File: src/rtl/pcm_port_pkg.sv
`timescale 1ns/1ps
package pcm_port_pkg;

    localparam int CODE_W = 8;
    localparam int BIT_W  = $clog2(CODE_W);

    typedef logic [CODE_W-1:0] code_t;
    typedef logic [BIT_W-1:0]  bit_idx_t;

    // transmit shifter state of one channel
    typedef struct packed {
        logic     busy;
        bit_idx_t idx;
        code_t    sh;
    } tx_state_t;

    typedef enum logic [1:0] {
        RX_IDLE  = 2'd0,
        RX_WAIT  = 2'd1,
        RX_SHIFT = 2'd2
    } rx_phase_t;

    // bit index held in the shifter right after the start edge
    function automatic bit_idx_t start_idx(input bit delayed);
        return delayed ? bit_idx_t'(CODE_W-1) : bit_idx_t'(CODE_W-2);
    endfunction

    // immediate variant has already shown the MSB during the sync period
    function automatic code_t start_load(input bit delayed, input code_t c);
        return delayed ? c : {c[CODE_W-2:0], 1'b0};
    endfunction

endpackage

File: src/rtl/pcm_rx_sampler.sv
`timescale 1ns/1ps
module pcm_rx_sampler (
    input  logic clk,
    input  logic rst,
    input  logic rx_data,
    output logic rx_bit
);

    // receive line is taken on the falling edge of the bit clock
    always_ff @(negedge clk) begin
        if (rst) rx_bit <= 1'b0;
        else     rx_bit <= rx_data;
    end

endmodule

File: src/rtl/pcm_tx_lane.sv
`timescale 1ns/1ps
module pcm_tx_lane
    import pcm_port_pkg::*;
#(
    parameter bit DELAYED = 1'b1
) (
    input  logic  clk,
    input  logic  rst,
    input  logic  fs,
    input  logic  standby,
    input  code_t code,
    output logic  accept,
    output logic  drive,
    output logic  line_bit,
    output logic  err
);

    logic      fs_q;
    tx_state_t st;
    logic      rise;
    logic      collide;

    assign rise    = fs & ~fs_q;
    assign collide = st.busy & (DELAYED ? (st.idx != '0) : 1'b1);
    assign accept  = rise & ~collide & ~standby;

    always_ff @(posedge clk) begin
        if (rst) begin
            fs_q <= 1'b0;
            st   <= '0;
            err  <= 1'b0;
        end else begin
            fs_q <= fs;
            err  <= rise & collide;
            if (accept) begin
                st.busy <= 1'b1;
                st.idx  <= start_idx(DELAYED);
                st.sh   <= start_load(DELAYED, code);
            end else if (st.busy) begin
                if (st.idx == '0) st.busy <= 1'b0;
                else              st.idx  <= st.idx - 1'b1;
                st.sh <= {st.sh[CODE_W-2:0], 1'b0};
            end
        end
    end

    generate
        if (DELAYED) begin : g_late
            assign drive    = st.busy & ~standby;
            assign line_bit = st.sh[CODE_W-1];
        end else begin : g_early
            assign drive    = (st.busy & ~standby) | accept;
            assign line_bit = st.busy ? st.sh[CODE_W-1] : code[CODE_W-1];
        end
    endgenerate


    stby_quiet_chk: assert property (@(posedge clk) disable iff (rst)
        standby |-> !drive);


    keep_run_chk: assert property (@(posedge clk) disable iff (rst)
        (rise && collide && st.idx != '0) |=>
            (st.busy && st.idx == bit_idx_t'($past(st.idx) - 1'b1)));

endmodule

File: src/rtl/pcm_rx_lane.sv
`timescale 1ns/1ps
module pcm_rx_lane
    import pcm_port_pkg::*;
#(
    parameter bit DELAYED = 1'b1,
    parameter int DLY_W   = 8
) (
    input  logic             clk,
    input  logic             rst,
    input  logic             arm,
    input  logic             standby,
    input  logic [DLY_W-1:0] delay,
    input  logic             rx_bit,
    output code_t            code_out,
    output logic             valid
);

    localparam int CNT_W = DLY_W + 1;

    logic [CNT_W-1:0] first;
    logic [CNT_W-1:0] wcnt;
    bit_idx_t         left;
    code_t            sh;
    code_t            nxt;
    rx_phase_t        phase;

    // edges from the start edge to the first capture edge
    assign first = DELAYED ? (CNT_W'(delay) + CNT_W'(1)) : CNT_W'(delay);
    assign nxt   = {sh[CODE_W-2:0], rx_bit};

    always_ff @(posedge clk) begin
        if (rst) begin
            phase    <= RX_IDLE;
            wcnt     <= '0;
            left     <= '0;
            sh       <= '0;
            code_out <= '0;
            valid    <= 1'b0;
        end else begin
            valid <= 1'b0;
            if (arm) begin
                if (first == '0) begin
                    sh    <= nxt;
                    left  <= bit_idx_t'(CODE_W-1);
                    phase <= RX_SHIFT;
                end else begin
                    wcnt  <= first - 1'b1;
                    phase <= RX_WAIT;
                end
            end else begin
                unique case (phase)
                    RX_WAIT: begin
                        if (wcnt == '0) begin
                            sh    <= nxt;
                            left  <= bit_idx_t'(CODE_W-1);
                            phase <= RX_SHIFT;
                        end else begin
                            wcnt <= wcnt - 1'b1;
                        end
                    end
                    RX_SHIFT: begin
                        sh <= nxt;
                        if (left == bit_idx_t'(1)) begin
                            phase <= RX_IDLE;
                            if (!standby) begin
                                code_out <= nxt;
                                valid    <= 1'b1;
                            end
                        end else begin
                            left <= left - 1'b1;
                        end
                    end
                    default: ;
                endcase
            end
        end
    end


    valid_once_chk: assert property (@(posedge clk) disable iff (rst)
        valid |=> !valid);


    stby_hold_chk: assert property (@(posedge clk) disable iff (rst)
        (!arm && standby && phase == RX_SHIFT && left == bit_idx_t'(1)) |=>
            (!valid && $stable(code_out)));

endmodule

File: src/rtl/pcm_quad_port.sv
`timescale 1ns/1ps
module pcm_quad_port
    import pcm_port_pkg::*;
#(
    parameter int NCH     = 4,
    parameter int DLY_W   = 8,
    parameter bit DELAYED = 1'b1
) (
    input  logic                       clk,
    input  logic                       rst,
    input  logic [NCH-1:0]             fs,
    input  logic [NCH-1:0]             standby,
    input  logic [DLY_W-1:0]           rx_delay,
    input  logic [NCH-1:0][CODE_W-1:0] tx_code,
    input  logic                       rx_data,
    output logic                       tx_data,
    output logic                       tx_oe,
    output logic [NCH-1:0][CODE_W-1:0] rx_code,
    output logic [NCH-1:0]             rx_valid,
    output logic [NCH-1:0]             sync_err
);

    logic [NCH-1:0] drive_v;
    logic [NCH-1:0] bit_v;
    logic [NCH-1:0] arm_v;
    logic           rx_bit;

    pcm_rx_sampler u_samp (
        .clk    (clk),
        .rst    (rst),
        .rx_data(rx_data),
        .rx_bit (rx_bit)
    );

    generate
        for (genvar ch = 0; ch < NCH; ch++) begin : g_ch
            pcm_tx_lane #(.DELAYED(DELAYED)) u_tx (
                .clk     (clk),
                .rst     (rst),
                .fs      (fs[ch]),
                .standby (standby[ch]),
                .code    (tx_code[ch]),
                .accept  (arm_v[ch]),
                .drive   (drive_v[ch]),
                .line_bit(bit_v[ch]),
                .err     (sync_err[ch])
            );

            pcm_rx_lane #(.DELAYED(DELAYED), .DLY_W(DLY_W)) u_rx (
                .clk     (clk),
                .rst     (rst),
                .arm     (arm_v[ch]),
                .standby (standby[ch]),
                .delay   (rx_delay),
                .rx_bit  (rx_bit),
                .code_out(rx_code[ch]),
                .valid   (rx_valid[ch])
            );
        end
    endgenerate

    assign tx_oe   = |drive_v;
    assign tx_data = |(drive_v & bit_v);


    one_driver_chk: assert property (@(posedge clk) disable iff (rst)
        $onehot0(drive_v));


    quiet_line_chk: assert property (@(posedge clk) disable iff (rst)
        !tx_oe |-> !tx_data);

endmodule

File: config.mk
export PLATFORM = sky130hd
export DESIGN_NAME = pcm_quad_port
export DESIGN_NICKNAME = d
export VERILOG_FILES = /design/src/rtl/pcm_port_pkg.sv /design/src/rtl/pcm_rx_sampler.sv /design/src/rtl/pcm_tx_lane.sv /design/src/rtl/pcm_rx_lane.sv /design/src/rtl/pcm_quad_port.sv
export SDC_FILE = /design/constraint.sdc
export NUM_CORES = 1
export LEC_CHECK = 0
export ABC_AREA = 1
export BUFFER_PORTS_ARGS = -buffer_cell sky130_fd_sc_hd__clkbuf_2
export CORE_ASPECT_RATIO = 1.25
export CORE_MARGIN = 5
export CORE_UTILIZATION = 45
export CTS_BUF_LIST = sky130_fd_sc_hd__clkbuf_16
export CTS_CLUSTER_DIAMETER = 50
export DETAILED_ROUTE_END_ITERATION = 12
export GPL_ROUTABILITY_DRIVEN = 0
export PLACE_DENSITY_LB_ADDON = 0.05
export SLEW_MARGIN = 20
export SYNTH_ARGS = -nofsm -noshare
export SYNTH_HDL_FRONTEND = slang
export SYNTH_HIERARCHICAL = 1
export SYNTH_SLANG_ARGS = --single-unit
File: constraint.sdc
create_clock -name clk -period 2.68 [get_ports clk]
set_clock_uncertainty 0.05 [all_clocks]
set_input_delay 0.268 -clock clk [delete_from_list [all_inputs] [get_ports clk]]
set_output_delay 0.268 -clock clk [all_outputs]
set_load 0.01 [all_outputs]
# Word level (Yosys, flattened, before mapping)
# Cells that the tools add are included.
word_totals:
  regBits: 177
  input_bits: 51
  output_inout_bits: 42
  wordCells: 286
classes:
  add_sub_neg: 14
  eq_ne: 40
  mux: 83
  n_bitwise: 49
  n_reduce_logical: 55
op_table:
  columns: ["op", "count"]
  rows:
  - ["$mux 9", 13]
  - ["$mux 12", 8]
  - ["$mux 7", 12]
  - ["$pmux 7 s2", 4]
  - ["$mux 3", 17]
  - ["$logic_not 9->1", 5]
  - ["$sub 9x1->9 const B", 5]
  - ["$reduce_and 3->1", 12]
  - ["$reduce_and 4->1", 8]
  - ["$mux 2", 13]
  - ["$and 1x1->1", 24]
  - ["$ne 3x1->1 const B", 8]
  - ["$not 1->1", 24]
  - ["$pmux 3 s2", 4]
  - ["$reduce_bool 3->1", 8]
  - ["$reduce_or 4->1", 6]
  - ["$sub 3x1->3 const B", 8]
  - ["$ne 2x1->1 const B", 8]
  - ["$ne 2x2->1 const B", 8]
  - ["$pmux 2 s2", 4]
  - ["$reduce_bool 2->1", 8]
  - ["$eq 3x1->1 const B", 4]
  - ["$logic_not 3->1", 4]
  - ["$ne 3x2->1 const B", 4]
  - ["6 further kinds", 22]

# Logic depth before layout (Yosys ltp)
# Gate-level depths: netlist (run 1).
depth:
  ltp_word: 7
  depth_mapped: 19
  depth_no_buf: 19

# By module
# The synthesis (run 1) kept the hierarchy.
by_module_without_submodules:
  columns: ["module", "instances", "cells_each", "area_each_um2", "seq_area_each_um2"]
  rows:
  - ["pcm_rx_lane (g_ch[0].u_rx ...)", 3, 280, 1742.9, 600.6]
  - ["pcm_tx_lane", 4, 103, 714.4, 280.3]
  - ["pcm_rx_lane (g_ch[3].u_rx)", 1, 291, 1804.2, 600.6]
  - ["pcm_quad_port", 1, 12, 45.0, 0.0]
  - ["pcm_rx_sampler", 1, 4, 33.8, 20.0]

==> results of run 1 <==
==> per-stage QoR <==
step	setup TNS, ps	hold WS, ps	total power, W
floorplan	0	287.1	0.004301
global placement	0	397.9	0.004626
detailed placement	0	401.7	0.004639
CTS	0	0.5617	0.007094
global route	-12.16	2.623	0.007525
finish	0	22.61	0.007022
==> routing by layer <==
metal  GRT usage  part of all wire  wire, µm
met2      0.3064              0.47     10790
met3     0.03820             0.034       787
met5           0                 0         0
met4     0.04834             0.012       282
met1      0.2474              0.48     11070
==> cell families after synthesis <==
group,Yosys count
simple gates,917
fa+ha+maj,25
flops,177
xor+xnor,19
buf+inv,244
compound gates,177
==> power breakdown <==
group	switching (W)	leakage, nW	internal (W)
logic	0.00102	3.98	0.000578
registers	0.000131	1.45	0.00286
clock network	0.00119	0.283	0.00124
total	0.00235	5.71	0.00467
==> flip-flops by register name, summed over array words and instances (netlist names), 8 cells and up <==
register / count
g_ch.u_rx/sh: 28
g_ch.u_rx/left: 12
g_ch.u_rx/phase: 8
g_ch.u_rx/code_out: 32
g_ch.u_tx/st: 44
g_ch.u_rx/wcnt: 36
==> what timing repair did <==
action                                  CTS  global route
hold buffers                              2             0
gates resized for setup                   0            17
hold endpoints to repair                  2             0
endpoints found under the setup margin    0            23
setup buffers                             0             8
==> cell usage after synthesis <==
master	count	area, µm²
or2_2	3	18.77
and2_1	1	6.260
o21ai_1	24	120.1
buf_2	11	55.05
nand3b_2	4	45.04
a21oi_1	84	420.4
nand3_1	138	690.7
clkbuf_1	8	30.03
inv_1	186	698.2
nor2_1	299	1122
nand3_4	4	70.07
buf_4	5	37.54
nand2_1	388	1456
nor2_4	8	90.09
inv_2	18	67.56
ha_1	25	312.8
xnor2_1	10	87.58
o21bai_1	1	7.510
dfxtp_1	177	3543
a21boi_0	1	7.510
nand2_2	13	81.33
xor2_1	9	78.83
nor3_1	12	60.06
buf_6	16	180.2
nand3_2	3	30.03
o21ai_0	67	335.3
nand2_4	8	90.09
nor2_2	13	81.33
nand3b_1	1	7.510
nand4_1	22	137.6
==> worst max-delay path, cell delays in order (launching register included) <==
cell and delay, ps:
dfxtp_1 310, inv_1 70, ha_1 210, nand2_1 110
nand2_4 50, nand2_2 100, clkinvlp_4 180, buf_4 180
buf_4 150, or2_2 280, nand2_2 100, nand2_1 70
nor2_2 160, nand3_1 90, nand2_1 80, nand2_1 60
nor2_1 90, nor2_1 40
==> area by class of cell <==
cell class | instances | area, µm²
inverters | 203 | 770.7
clock buffers | 17 | 425.4
well taps | 283 | 354.1
clock inverters | 15 | 146.4
flip-flops and latches | 177 | 3543
multi-input cells | 1138 | 5385
repair buffers | 125 | 726.9
fillers | 2298 | 10710
==> worst paths after layout <==
kind | slack [ps] | to | cells past startpoint | from
max reg2reg | 200 | g_ch[1].u_rx/wcnt[7] | 17 | g_ch[1].u_tx/st[8]
min | 20 | g_ch[1].u_tx/st[0] | 3 | tx_code[8]
max | 200 | g_ch[1].u_rx/wcnt[7] | 17 | g_ch[1].u_tx/st[8]
min reg2reg | 410 | g_ch[2].u_rx/code_out[7] | 2 | g_ch[2].u_rx/sh[6]
==> run metrics, run 1 <==
commonest non-fill, non-tap cells in the layout=385 x nand2_1, 296 x nor2_1, 183 x inv_1; simple-gate area share of the yosys netlist=0.4000; initial DRC count=410; Layout area overhead=13.87%; Setup WS pre-CTS=189.4 ps; Max clock buf depth=2; Max VDD drop=0.4722 mV; Synthesis Warnings=6; maximum fanout along the worst path=6; root buffer selected by CTS=clkbuf_16; largest net degree at the start of global routing=68; total grt overflow=0; first-pass GRT wire length=39.43 mm; Num CTS Buffers=17; status=complete, no violations; ANT cells=0; vias=9439; I/O Pins=93; Routed WL=22.93 mm; adder-cell share of the synthesized area=0.03138; largest family of logic cells by synthesized area=simple AND/OR/NAND/NOR gates; all-layer global routing usage=0.1857; CP Class=register to register; initial antenna violation count=0; DRC=0; Pins Over Slew Limit=0; Layout Nets=1739; final instance area=0.01135 mm²; Clock Latency Late Sink=450 ps; PwrDens=618.6 mW/mm²; commonest non-fill, non-tap cell in the layout=nand2_1; DIE AREA=0.02525 mm²; Reg clk slew, reported paths=70 ps; worst path required time=2950 ps; core area=0.02206 mm²; count of port buffers added during placement=92; Synth Area in Compound Gates=0.08936; Post-Layout Cell Count=1958; TritonRoute pass-1 iters=4; fin crit share=0.9265; total nets after synthesis=1635; vias per inst=4.821; Synth Instances=1559; Arrival @ worst endpoint=2760 ps; wire per inst=11.71 µm; share of cells above drive strength 1=0.1421; die height=176.4 µm; row cnt=61; relative slew slack=0.5016; mapped cell area=0.009970 mm²; register area share after synthesis=0.3554; Max-Cap Viols=0; Fin. Hold Viols=0; CTS H-tree depth=4; FMAX=0.4027 GHz; placed cell count=1917; ANT nets after route=0; Final Setup Violations=0; Initial Util=0.4520; CTS tree=done; Distinct cells, synth=30; Finished Core Util=0.5147; Worst setup SP type=register; post-placement cell area=0.01067 mm²; Mapped Avg Cell Area=6.395 µm²; Pleak=5.709 nW; Worst Hold Class=input port to register; Synth Area in XOR/XNOR=0.01669; number of global-route vias before repair=8582; DP Wirelength=16.35 mm; final worst slack=197.0 ps; #FFs+latches synth=177; nature of the critical path endpoint=register; multiplexer area fraction after synthesis=0; Worst Tran Pin Value=746.8 ps; minimum clock period=2483 ps; Chip Width=143.1 µm; TritonCTS Sinks=177
No activity file was read; power rests on OpenSTA's default activity.
==> inputs of run 2 (changes only) <==
--- a/config.mk
+++ b/config.mk
@@ -14,8 +14,8 @@
 export CTS_CLUSTER_DIAMETER = 50
 export DETAILED_ROUTE_END_ITERATION = 12
 export GPL_ROUTABILITY_DRIVEN = 0
-export PLACE_DENSITY_LB_ADDON = 0.05
-export SLEW_MARGIN = 20
+export PLACE_DENSITY_LB_ADDON = 0.12
+export SETUP_SLACK_MARGIN = 0.1
 export SYNTH_ARGS = -nofsm -noshare
 export SYNTH_HDL_FRONTEND = slang
 export SYNTH_HIERARCHICAL = 1
==> run 2 against run 1 <==
Combinational power is essentially flat. Critical endpoint is now g_ch[0].u_rx/wcnt[7]. Clock power fell by 4%. Worst hold slack got worse by 11 ps. Utilization rose by 0.32 points. First-iteration DRC count up 12%. Non-clock buffer count rose by 11. Largest cell class unchanged. Maximum frequency grew 3.2%. Sequential share of layout area decreased by 0.20 points.
==> run metrics, run 2 (synthesis results as in run 1) <==
status=complete, no violations (unchanged); I/O Pins=93 (unchanged); Routed WL=23.11 mm (was 22.93 mm); commonest non-fill, non-tap cell in the layout=nand2_1 (unchanged); all-layer global routing usage=0.1856 (was 0.1857); Post-CTS Hold Fix Bufs=0 (was 2); flip-flop count of the largest register after layout=44 (unchanged); Reg with most FFs=g_ch.u_tx/st (unchanged); TritonRoute pass-1 iters=5 (was 4); Finished Core Util=0.5179 (was 0.5147); DP Wirelength=16.40 mm (was 16.35 mm); CTS tree=done (unchanged); DRC=0 (unchanged); ANT nets after route=0 (unchanged); count of port buffers added during placement=92 (unchanged); Multi-input gate area=0.005398 mm² (was 0.005385 mm²); FMAX=0.4156 GHz (was 0.4027 GHz); TritonCTS Sinks=177 (unchanged); nature of the critical path endpoint=register (unchanged); Reg clk slew, reported paths=70 ps (about the same); CP Class=register to register (unchanged); relative slew slack=0.6382 (was 0.5016); core area=0.02206 mm² (unchanged); FF+latch area=0.003543 mm² (unchanged); RSZ-0062 raised after global routing=yes; Num CTS Buffers=17 (unchanged); maximum fanout along the worst path=5 (was 6); row cnt=61 (unchanged); initial antenna violation count=0 (unchanged); Layout Nets=1751 (was 1739); Worst Hold Class=input port to register (unchanged); CTS H-tree depth=4 (unchanged); die height=176.4 µm (unchanged); Met2 Wirelength=11.30 mm (was 10.79 mm); Final Setup Violations=0 (unchanged); DIE AREA=0.02525 mm² (unchanged); Initial Util=0.4520 (unchanged); largest net degree at the start of global routing=68 (unchanged); Met3 Routed Length=751 µm (was 787 µm); wire per inst=11.72 µm (was 11.71 µm); vias=9562 (was 9439); Max clock buf depth=2 (unchanged); setup_tns=0 ps (unchanged); initial DRC count=460 (was 410); Arrival @ worst endpoint=2670 ps (was 2760 ps); vias per inst=4.851 (was 4.821); Max-Cap Viols=0 (unchanged); Fin. Hold Viols=0 (unchanged); number of global-route vias before repair=8816 (was 8582); worst path bufs/invs=3 (was 4); Worst setup SP type=register (unchanged); PwrDens=607.9 mW/mm² (was 618.6 mW/mm²); post-placement cell area=0.01073 mm² (was 0.01067 mm²); final instance area=0.01142 mm² (was 0.01135 mm²); Highest Signal Layer=met4 (unchanged); commonest non-fill, non-tap cells in the layout=385 x nand2_1, 296 x nor2_1, 184 x inv_1 (was 385 x nand2_1, 296 x nor2_1, 183 x inv_1); Clock Latency Late Sink=450 ps (about the same); Chip Width=143.1 µm (unchanged); total grt overflow=0 (unchanged); Most Frequent Cell on Critical Path=nand2_1 (unchanged); share of cells above drive strength 1=0.1517 (was 0.1421); Pleak=5.741 nW (was 5.709 nW); worst path required time=2940 ps (was 2950 ps); fin crit share=0.8978 (was 0.9265); slowest CP cell=dfxtp_1 (unchanged); leading registers by flop count=g_ch.u_tx/st x44, g_ch.u_rx/wcnt x36, g_ch.u_rx/code_out x32 (unchanged); fillers=2264 (was 2298); minimum clock period=2406 ps (was 2483 ps); critical path's largest stage delay=310 ps (about the same); M1 wire length=10.80 mm (was 11.07 mm); ANT cells=0 (unchanged); Layout area overhead=14.58% (was 13.87%); Worst Tran Pin Value=537.0 ps (was 746.8 ps); delay-heaviest family, CP=simple AND/OR/NAND/NOR gates (unchanged); root buffer selected by CTS=clkbuf_16 (unchanged); Pins Over Slew Limit=0 (unchanged); first-pass GRT wire length=39.81 mm (was 39.43 mm); crit-path cells=inv_1 > ha_1 > nand2_1 > nand2_4 > nand2_2 > clkinvlp_4 > buf_4 > nand2_1 > o21ai_0 > nor2_1 > nand2_1 > nor2_2 > nand3_1 > nand2_1 > nand2_1 > nor2_1 > nor2_1 (was inv_1 > ha_1 > nand2_1 > nand2_4 > nand2_2 > clkinvlp_4 > buf_4 > buf_4 > or2_2 > nand2_2 > nand2_1 > nor2_2 > nand3_1 > nand2_1 > nand2_1 > nor2_1 > nor2_1); Max VDD drop=0.4544 mV (was 0.4722 mV)
==> run 2: cell count changes in the layout (fill, tap and decap cells not counted), moves of 2 or more <==
cell and delta:
buf_4 +15, ha_2 +2, clkinvlp_4 +4, o21ai_2 +2, ha_1 -2, clkinv_8 -2
inv_8 -2, dlygate4sd3_1 -2
==> run 2: per-stage QoR <==
stage	hold WS (ps)	cells	power (W)	worst slack [ps]
floorplan	287.1	1559	0.004301	439.2
global placement	388.8	1925	0.004626	285.9
detailed placement	393.9	1925	0.004649	193.8
CTS	2.004	1957	0.006995	171.7
global route	12.13	1971	0.007406	89.74
finish	11.34	1971	0.006945	273.9
==> run 2: worst paths after layout <==
| path | from | end | slack, ps | cells after the start |
|---|---|---|---|---|
| setup / recovery | g_ch[0].u_tx/st[8] | g_ch[0].u_rx/wcnt[7] | 270 | 17 |
| hold / removal | tx_code[0] | g_ch[0].u_tx/st[0] | 10 | 3 |
| setup reg to reg | g_ch[0].u_tx/st[8] | g_ch[0].u_rx/wcnt[7] | 270 | 17 |
| hold reg to reg | g_ch[2].u_rx/sh[6] | g_ch[2].u_rx/code_out[7] | 400 | 2 |
==> run 2: power breakdown <==
group | internal, W | total [W] | switching, W
clock | 0.00120 | 0.00233 | 0.00113
sequential | 0.00286 | 0.00300 | 0.000133
combinational | 0.000595 | 0.00162 | 0.00103
total | 0.00466 | 0.00694 | 0.00229
==> run 2: what timing repair did <==
item                                    4_1_cts  5_1_grt
setup buffers                                 0       13
endpoints found under the setup margin        0       34
resized for setup                             0       23
==> run 2: final cells by class <==
type | instances | share of cell area
sequential | 177 | 0.3102
timing repair inverter | 1 | 0.0004381
timing repair buffer | 136 | 0.07032
multi-input combinational | 1138 | 0.4725
inverter | 203 | 0.06802
clock buffer | 17 | 0.03724
tap | 283 | 0.03100
clock inverter | 16 | 0.01030
==> run 2: worst register-to-register path, stage by stage (launching register included) <==
cell and delay [ps]:
dfxtp_1 310, inv_1 70, ha_1 210, nand2_1 110, nand2_4 50, nand2_2 130
clkinvlp_4 190, buf_4 180, nand2_1 50, o21ai_0 150, nor2_1 200, nand2_1 90
nor2_2 150, nand3_1 90, nand2_1 60, nand2_1 50, nor2_1 80, nor2_1 50
==> run 2: per-layer routing <==
metal | vias up | global-route usage
met2 | 125 | 0.3192
met3 | 15 | 0.03116
met5 | - | 0
li1 | 5107 | -
met1 | 4315 | 0.2407
met4 | 0 | 0.04754
